## config.mk

```make
export PLATFORM = sky130hd
export DESIGN_NAME = bc_stack_core
export DESIGN_NICKNAME = d
export VERILOG_FILES = /design/src/rtl/bc_stack_core.sv
export SDC_FILE = /design/constraint.sdc
export NUM_CORES = 1
export LEC_CHECK = 0
export CAP_MARGIN = 20
export CORE_UTILIZATION = 55
export DETAILED_ROUTE_END_ITERATION = 16
export GPL_ROUTABILITY_DRIVEN = 0
export PLACE_DENSITY_LB_ADDON = 0.15
export SLEW_MARGIN = 30
export SYNTH_ARGS = -nofsm -noshare
export SYNTH_HDL_FRONTEND = slang
export SYNTH_SLANG_ARGS = --single-unit
```

## constraint.sdc

```tcl
create_clock -name clk -period 16.65 [get_ports clk]
set_input_delay 1.665 -clock clk [delete_from_list [all_inputs] [get_ports clk]]
set_output_delay 1.665 -clock clk [all_outputs]
set_load 0.1 [all_outputs]
```

## src/rtl/bc_stack_core.sv

```systemverilog
module bc_stack_core #(
  parameter int DEPTH  = 16,
  parameter int AW     = 8,
  parameter int WORD_W = 32
) (
  input  logic                         clk,
  input  logic                         rst_n,
  output logic [AW-1:0]                imem_addr,
  input  logic [7:0]                   imem_data,
  output logic [WORD_W-1:0]            tos,
  output logic [$clog2(DEPTH+1)-1:0]   depth,
  output logic                         halted,
  output logic                         error
);
  localparam int DW = $clog2(DEPTH + 1);
  localparam int IW = $clog2(DEPTH);
  localparam logic [7:0] OP_C0  = 8'h03;
  localparam logic [7:0] OP_C5  = 8'h08;
  localparam logic [7:0] OP_BP  = 8'h10;
  localparam logic [7:0] OP_SP  = 8'h11;
  localparam logic [7:0] OP_ADD = 8'h60;

  typedef enum logic [1:0] {PH_OP = 2'd0, PH_B1 = 2'd1, PH_B2 = 2'd2} phase_t;

  logic [WORD_W-1:0] stk [DEPTH];
  logic [AW-1:0]     pc;
  logic [DW-1:0]     sp;
  phase_t            ph;
  logic              wide_imm;
  logic [7:0]        hi_byte;
  logic              halt_q, err_q;

  wire is_const   = (imem_data >= OP_C0) && (imem_data <= OP_C5);
  wire is_push_op = is_const || (imem_data == OP_BP) || (imem_data == OP_SP);
  wire full       = (sp == DW'(DEPTH));
  wire [IW-1:0] top_i = sp[IW-1:0] - 1'b1;
  wire [IW-1:0] sec_i = sp[IW-1:0] - 2'd2;
  wire [IW-1:0] put_i = sp[IW-1:0];
  wire do_add = !halt_q && (ph == PH_OP) && (imem_data == OP_ADD) && (sp >= DW'(2));

  logic              do_push;
  logic [WORD_W-1:0] push_val;

  always_comb begin
    do_push  = 1'b0;
    push_val = '0;
    if (!halt_q) begin
      case (ph)
        PH_OP: if (is_const && !full) begin
          do_push  = 1'b1;
          push_val = WORD_W'(imem_data - OP_C0);
        end
        PH_B1: if (!wide_imm) begin
          do_push  = 1'b1;
          push_val = {{(WORD_W-8){imem_data[7]}}, imem_data};
        end
        PH_B2: begin
          do_push  = 1'b1;
          push_val = {{(WORD_W-16){hi_byte[7]}}, hi_byte, imem_data};
        end
        default: ;
      endcase
    end
  end

  always_ff @(posedge clk) begin
    if (do_push)
      stk[put_i] <= push_val;
    else if (do_add)
      stk[sec_i] <= stk[top_i] + stk[sec_i];
  end

  always_ff @(posedge clk or negedge rst_n) begin
    if (!rst_n) begin
      pc       <= '0;
      sp       <= '0;
      ph       <= PH_OP;
      wide_imm <= 1'b0;
      hi_byte  <= '0;
      halt_q   <= 1'b0;
      err_q    <= 1'b0;
    end else if (!halt_q) begin
      case (ph)
        PH_OP: begin
          if (is_push_op && full) begin
            halt_q <= 1'b1;
            err_q  <= 1'b1;
          end else if (is_const) begin
            sp <= sp + 1'b1;
            pc <= pc + 1'b1;
          end else if (imem_data == OP_BP) begin
            ph       <= PH_B1;
            wide_imm <= 1'b0;
          end else if (imem_data == OP_SP) begin
            ph       <= PH_B1;
            wide_imm <= 1'b1;
          end else if (imem_data == OP_ADD) begin
            if (sp < DW'(2)) begin
              halt_q <= 1'b1;
              err_q  <= 1'b1;
            end else begin
              sp <= sp - 1'b1;
              pc <= pc + 1'b1;
            end
          end else begin
            halt_q <= 1'b1;
          end
        end
        PH_B1: begin
          if (wide_imm) begin
            hi_byte <= imem_data;
            ph      <= PH_B2;
          end else begin
            sp <= sp + 1'b1;
            pc <= pc + AW'(2);
            ph <= PH_OP;
          end
        end
        default: begin
          sp <= sp + 1'b1;
          pc <= pc + AW'(3);
          ph <= PH_OP;
        end
      endcase
    end
  end

  assign imem_addr = pc + AW'(ph);
  assign tos       = (sp == '0) ? '0 : stk[top_i];
  assign depth     = sp;
  assign halted    = halt_q;
  assign error     = err_q;

  assert_depth_bound_R8: assert property (@(posedge clk) disable iff (!rst_n)
    sp <= DW'(DEPTH));

  assert_error_halts_R9: assert property (@(posedge clk) disable iff (!rst_n)
    err_q |-> halt_q);

  assert_frozen_R10: assert property (@(posedge clk) disable iff (!rst_n)
    halt_q |=> halt_q && $stable(sp) && $stable(imem_addr) && $stable(err_q) && $stable(tos));

  assert_add_drop_R5: assert property (@(posedge clk) disable iff (!rst_n)
    (!halt_q && ph == PH_OP && imem_data == OP_ADD && sp >= DW'(2)) |=> (sp == $past(sp) - 1'b1));

  assert_full_push_R8: assert property (@(posedge clk) disable iff (!rst_n)
    (!halt_q && ph == PH_OP && is_push_op && full) |=> (halt_q && err_q && $stable(sp)));

  assert_empty_tos_R11: assert property (@(posedge clk) disable iff (!rst_n)
    (sp == '0) |-> (tos == '0));
endmodule

```

==> results of run 1 <==
## flip-flops by register name, summed over array words and instances, names as in the netlist
name and flops:
ph 2, hi_byte 8, error 1, stk 512
pc 8, halted 1, wide_imm 1, depth 5
## cell usage in the layout (no fill, tap or decap), drive strengths merged, types with 4 or more instances in the layout
master	n
a21o	14
a21oi	52
a31oi	4
and2	4
and3	8
buf	53
clkbuf	71
clkdlybuf4s50	55
clkinv	24
dfrtp	26
edfxtp	512
ha	45
inv	22
mux2	8
mux2i	5
mux4	320
nand2	45
nand2b	4
nand3	14
nand4	5
nor2	49
nor2b	36
nor3	14
o21a	8
o21ai	50
o21bai	5
o22ai	9
o31ai	6
or2	4
xnor2	25
xor2	20
## metrics by stage
stage | hold WS [ns] | worst slack (ns) | util | cells | area [µm²]
after floorplan | 0.4655 | 9.750 | - | 1446 | 27080
after global placement | 0.4466 | 8.807 | 0.5944 | 2117 | 28620
after detailed placement | 0.4516 | 8.913 | 0.5954 | 2120 | 28670
after CTS | 0.4665 | 8.751 | 0.6309 | 2221 | 30380
after global routing | 0.5129 | 8.792 | 0.6321 | 2221 | 30430
final | 0.4678 | 8.977 | 0.6321 | 2221 | 30430
## worst paths after layout
path / startpoint / endpoint / slack (ns) / depth (start not counted)
max: depth[0] / tos[5] / 8.98 / 8
min: error / error / 0.47 / 1
max reg2reg: depth[0] / stk[4][31] / 9.38 / 15
min reg2reg: error / error / 0.47 / 1
max in group asynchronous: rst_n / depth[0] / 14.91 / 2
min in group asynchronous: rst_n / pc[0] / 1.44 / 2
## worst max-delay path, delay by kind of cell, from the launching register on
family | cells | cell delay (ns)
muxes | 2 | 0.62
buffers and inverters | 4 | 2.94
DFF | 1 | 0.87
adders and majority gates | 1 | 0.53
and+or+nand+nor | 1 | 0.33
## power by group
group	leakage [nW]	switching (mW)	total [mW]	internal (mW)
combinational	4.25	0.211	0.350	0.139
clock	0.839	0.509	1.18	0.672
sequential	5.07	0.00553	1.47	1.47
## final cells by class
type,count,area share
inverter,21,0.002590
clock buffer,71,0.04860
clock inverter,30,0.007565
tap,656,0.02697
sequential,538,0.5269
multi-input combinational,797,0.3549
timing repair buffer,108,0.03244
## cells by family after synthesis
| group | Yosys count |
|---|---|
| xor+xnor | 45 |
| flops | 538 |
| fa+ha+maj | 48 |
| compound gates | 171 |
| simple gates | 200 |
| buf+inv | 111 |
| mux | 333 |
## metal layers
metal | global-route usage | vias to the layer above | wire (µm)
li1 | - | 6301 | -
met2 | 0.4548 | 711 | 33450
met1 | 0.3885 | 8194 | 26390
met4 | 0.09103 | 0 | 1792
met3 | 0.04092 | 133 | 5607
met5 | 0 | - | 0
==> key figures, run 1 <==
Logic synthesis
  – Synth Cell Area: 27080 µm²
  – Post-Syn Nets: 1504
  – Compound-Gate Fraction of Synth Area: 0.04214
  – Synth area leader: edfxtp_1
  – Largest family of logic cells by synthesized area: multiplexers
  – EDFF count, synth: 512
  – Post-Synth Simple-Gate Area: 0.03882
  – Synth cell count leaders: 512 x edfxtp_1, 320 x mux4_2, 48 x nor2_1, 47 x a21oi_1
  – Yosys top cell area share: 0.5678
  – Mapped Avg Cell Area: 18.72 µm²
  – Distinct cells, synth: 73
  – Main area contributors after synthesis: edfxtp_1 57%, mux4_2 27%, dfrtp_1 2.4%, ha_1 2.1%, a21oi_1 0.87%
  – Post-Synth XOR/XNOR Area: 0.01456
  – Post-Syn Instances: 1446
  – Proportion of synthesized area in mux cells: 0.2713
  – Total of warnings raised by yosys: 0
  – Count leader, synth: edfxtp_1
  – Main synth FF type: edfxtp_1
  – Seq cells post-synth: 538
  – Post-synthesis async set-or-reset flop share: 0.04833
  – Adder-cell share of the synthesized area: 0.02301
  – Seq/Total Area, Yosys: 0.5919

Clock tree
  – Clock Sinks: 538
  – Post-CTS Setup Repair Bufs: 0
  – Cts-stage hold buffer count: 0
  – CTS tree: done
  – CTS root buf: clkbuf_16
  – Clk Latency, worst-skew pair: 0.61 ns
  – Post-CTS sizing: 0
  – Number of buffers created by CTS: 56
  – Clk slew on worst S/H paths: 0.06 ns
  – H-tree Lvls: 2
  – Clock Path Buffers: 3

Layout
  – Fill cell count: 3338
  – Ant diodes: 0
  – FF/Latch Area: 16030 µm²
  – Synth-to-layout area growth: 12.39%
  – Multi-input logic area: 10800 µm²
  – Nets: 1580
  – Share of cells above drive strength 1: 0.3329

STA
  – Rel. slew slack: 0.3400
  – Fin crit period: 7.673 ns
  – Final TNS setup: 0 ns
  – Slew Viols, Final: 0
  – Final worst-path cycle share: 0.4608
  – Finish-stage setup viols: 0
  – F_max: 0.1303 GHz
  – Final Hold Fails: 0
  – RSZ-0062 raised after global routing: false
  – Clock Skews: 0.02405 ns
  – Least-Margin Pin Slew: 0.9869 ns

Setup path
  – CP arrival: 6.01 ns
  – Crit path largest cell delay: 1.20 ns
  – CP Max Fanout: 59
  – CP cell instances: inv_1 -> ha_4 -> buf_6 -> buf_4 -> mux4_2 -> mux4_2 -> nor2b_1 -> clkdlybuf4s50_1
  – Crit end category: output port
  – Slowest-stage cell, CP: clkdlybuf4s50_1
  – Startpoint types: flop
  – CP dominant cell by count: mux4_2
  – Required time of the critical path: 14.98 ns
  – Crit path kind: flop to output port

Placement
  – Detail Placement HPWL: 38420 µm
  – IO buf count: 56

Drt
  – Drt pass-1 iters: 5
  – Initial DRC Count: 1558
  – DRC errors left: 0
  – Drt via density: 6.906
  – Total length of routed wires: 67240 µm
  – Wire length per cell: 30.28 µm
  – Vias: 15339
  – Antenna-violating nets left: 0

Outcome
  – Status: finished, final reports clean

Flow run
  – Max-cap violation count: 0

Floorplanning
  – Die area: 50120 µm²
  – Die X: 223.9 µm
  – Area of the core: 48150 µm²
  – Site Rows: 80
  – Die height: 223.9 µm
  – Initial core utilization: 0.5624
  – I/O pin count: 57

Pwr
  – Maximum vdd drop: 0.07679 mV
  – Design Power: 3.002 mW
  – Pwr Density: 98.65 nW/µm²
  – Leak pwr: 10.16 nW

GRT
  – Initial antenna violation count: 0
  – First-pass GRT wire length: 100200 µm
  – Global route overflow: 0
  – Largest net degree at the start of global routing: 73
  – GRT Overall Usage: 0.2779
  – Vias in the first global route: 15741

Min path
  – Tightest Hold Check Type: flop to flop
No activity file was read; power rests on OpenSTA's default activity.
==> run 2: changes to the inputs <==
==> constraint.sdc (replaced) <==
create_clock -name clk -period 7.7 [get_ports clk]
set_input_delay 0.77 -clock clk [delete_from_list [all_inputs] [get_ports clk]]
set_output_delay 0.77 -clock clk [all_outputs]
set_load 0.1 [all_outputs]
==> key figures, run 2 (synthesis gave the netlist of run 1 again) <==
Placement
  – IO buf count: 56
  – Detail Placement HPWL: 41890 µm

Clock tree
  – H-tree Lvls: 2
  – Post-CTS sizing: 0
  – Clock Path Buffers: 3
  – Number of buffers created by CTS: 56
  – Clk Latency, worst-skew pair: 0.62 ns
  – Post-CTS Setup Repair Bufs: 0
  – CTS tree: done
  – Cts-stage hold buffer count: 0
  – CTS root buf: clkbuf_16
  – Clock Sinks: 538
  – Clk slew on worst S/H paths: 0.06 ns

Min path
  – Tightest Hold Check Type: flop to flop

Layout
  – Largest regs: stk: 512 flops, hi_byte: 8 flops, pc: 8 flops
  – Top reg by flops: stk
  – Max reg flops: 512
  – Synth-to-layout area growth: 14.16%
  – Ant diodes: 0
  – FF/Latch Area: 16030 µm²
  – Core Util, Final: 0.6420
  – Multi-input logic area: 10800 µm²
  – Share of cells above drive strength 1: 0.3375
  – Commonest non-fill, non-tap cell in the layout: edfxtp_1
  – Commonest cells after routing, fill and taps aside: 512 x edfxtp_1, 320 x mux4_2, 57 x clkbuf_16
  – Nets: 1596
  – Fill cell count: 3273

STA
  – Finish-stage setup viols: 0
  – Rel. slew slack: 0.3147
  – Final Hold Fails: 0
  – Fin crit period: 6.557 ns
  – Final TNS setup: 0 ns
  – Clock Skews: 0.01812 ns
  – F_max: 0.1525 GHz
  – Final hold slack: 0.4682 ns
  – Final worst-path cycle share: 0.8515
  – Slew Viols, Final: 0
  – RSZ-0062 raised after global routing: false
  – Least-Margin Pin Slew: 1.028 ns

GRT
  – GRT Overall Usage: 0.2823
  – Largest net degree at the start of global routing: 117
  – Global route overflow: 0
  – Vias in the first global route: 15506
  – First-pass GRT wire length: 102200 µm
  – Initial antenna violation count: 0

Drt
  – Total length of routed wires: 67920 µm
  – Wire length per cell: 30.31 µm
  – Vias: 15465
  – Drt via density: 6.901
  – DRC errors left: 0
  – Initial DRC Count: 1717
  – Antenna-violating nets left: 0
  – Drt pass-1 iters: 5

Flow run
  – Max-cap violation count: 0

Floorplanning
  – Die height: 223.9 µm
  – Site Rows: 80
  – Die area: 50120 µm²
  – Area of the core: 48150 µm²
  – Initial core utilization: 0.5624
  – I/O pin count: 57
  – Die X: 223.9 µm

Pwr
  – Leak pwr: 10.36 nW
  – Pwr Density: 217.6 nW/µm²
  – Maximum vdd drop: 0.1822 mV

Setup path
  – Crit path kind: flop to flop
  – Startpoint types: flop
  – CP arrival: 6.84 ns
  – Required time of the critical path: 7.99 ns
  – Crit end category: flop
  – CP Max Fanout: 42

Outcome
  – Status: finished, final reports clean
==> run 2: cell count changes in the layout (fill, tap and decap cells not counted), moves of 4 or more <==
cell	before	now
bufinv_16	3	9
clkbuf_1	14	6
buf_4	46	55
buf_16	1	9
clkinv_1	9	18
clkinv_2	13	5
o21ai_2	6	2
==> run 2: cell type report <==
| class | count | share of cell area |
|---|---|---|
| inverters | 21 | 0.002550 |
| clock inverters | 42 | 0.01437 |
| clock buffers | 63 | 0.04688 |
| well taps | 656 | 0.02655 |
| multi-input cells | 797 | 0.3493 |
| repair buffers | 124 | 0.04165 |
| flip-flops and latches | 538 | 0.5187 |
==> run 2: where the power goes <==
part / total (mW) / switching [mW] / internal [mW]
clock network: 2.79 / 1.14 / 1.65
logic: 0.757 / 0.450 / 0.307
registers: 3.18 / 0.0118 / 3.17
total: 6.73 / 1.60 / 5.13
==> run 2: through the flow <==
step / power (mW) / cells / cell area [µm²] / setup slack [ns]
after floorplan: 3.805 / 1446 / 27080 / 0.7995
after global placement: 3.980 / 2126 / 28700 / 1.315
after detailed placement: 3.988 / 2135 / 28960 / 1.100
after CTS: 6.756 / 2240 / 30850 / 1.013
after global routing: 6.917 / 2241 / 30910 / 0.6528
final: 6.727 / 2241 / 30910 / 1.143
==> run 2: per-layer routing <==
metal | GRT usage | up-vias | wire length (µm)
met5 | 0 | - | 0
met4 | 0.08551 | 0 | 1860
met3 | 0.04840 | 119 | 5489
met2 | 0.4459 | 747 | 33020
met1 | 0.4080 | 8261 | 27550
li1 | - | 6338 | -
==> run 2: worst paths after layout <==
path / start / to / slack, ns / cells after the start
setup / recovery: depth[0] / stk[13][31] / 1.14 / 14
hold / removal: error / error / 0.47 / 1
setup reg to reg: depth[0] / stk[13][31] / 1.14 / 14
hold reg to reg: error / error / 0.47 / 1
max in group asynchronous: rst_n / depth[1] / 6.86 / 2
min in group asynchronous: rst_n / hi_byte[5] / 0.54 / 2
==> run 2: critical path: stages, from the launching register on <==
cell and delay [ns]:
dfrtp_4 0.89, inv_1 0.32, ha_4 0.79, buf_4 0.56, mux4_2 0.37, mux4_2 0.50, ha_1 0.38, a21oi_1 0.30
o221a_1 0.23, o21ai_0 0.19, a221oi_2 0.33, a21oi_1 0.16, a311oi_1 0.34, xnor2_1 0.11, o21ai_1 0.71
==> run 3: changes to the inputs <==
--- a/config.mk
+++ b/config.mk
@@ -5,11 +5,13 @@
 export SDC_FILE = /design/constraint.sdc
 export NUM_CORES = 1
 export LEC_CHECK = 0
+export ABC_CLOCK_PERIOD_IN_PS = 7700
 export CAP_MARGIN = 20
 export CORE_UTILIZATION = 55
 export DETAILED_ROUTE_END_ITERATION = 16
 export GPL_ROUTABILITY_DRIVEN = 0
 export PLACE_DENSITY_LB_ADDON = 0.15
+export SETUP_SLACK_MARGIN = 0.15
 export SLEW_MARGIN = 30
 export SYNTH_ARGS = -nofsm -noshare
 export SYNTH_HDL_FRONTEND = slang
==> results of run 3 <==
No change in the layout: final DEF, timing and power equal those of run 2.
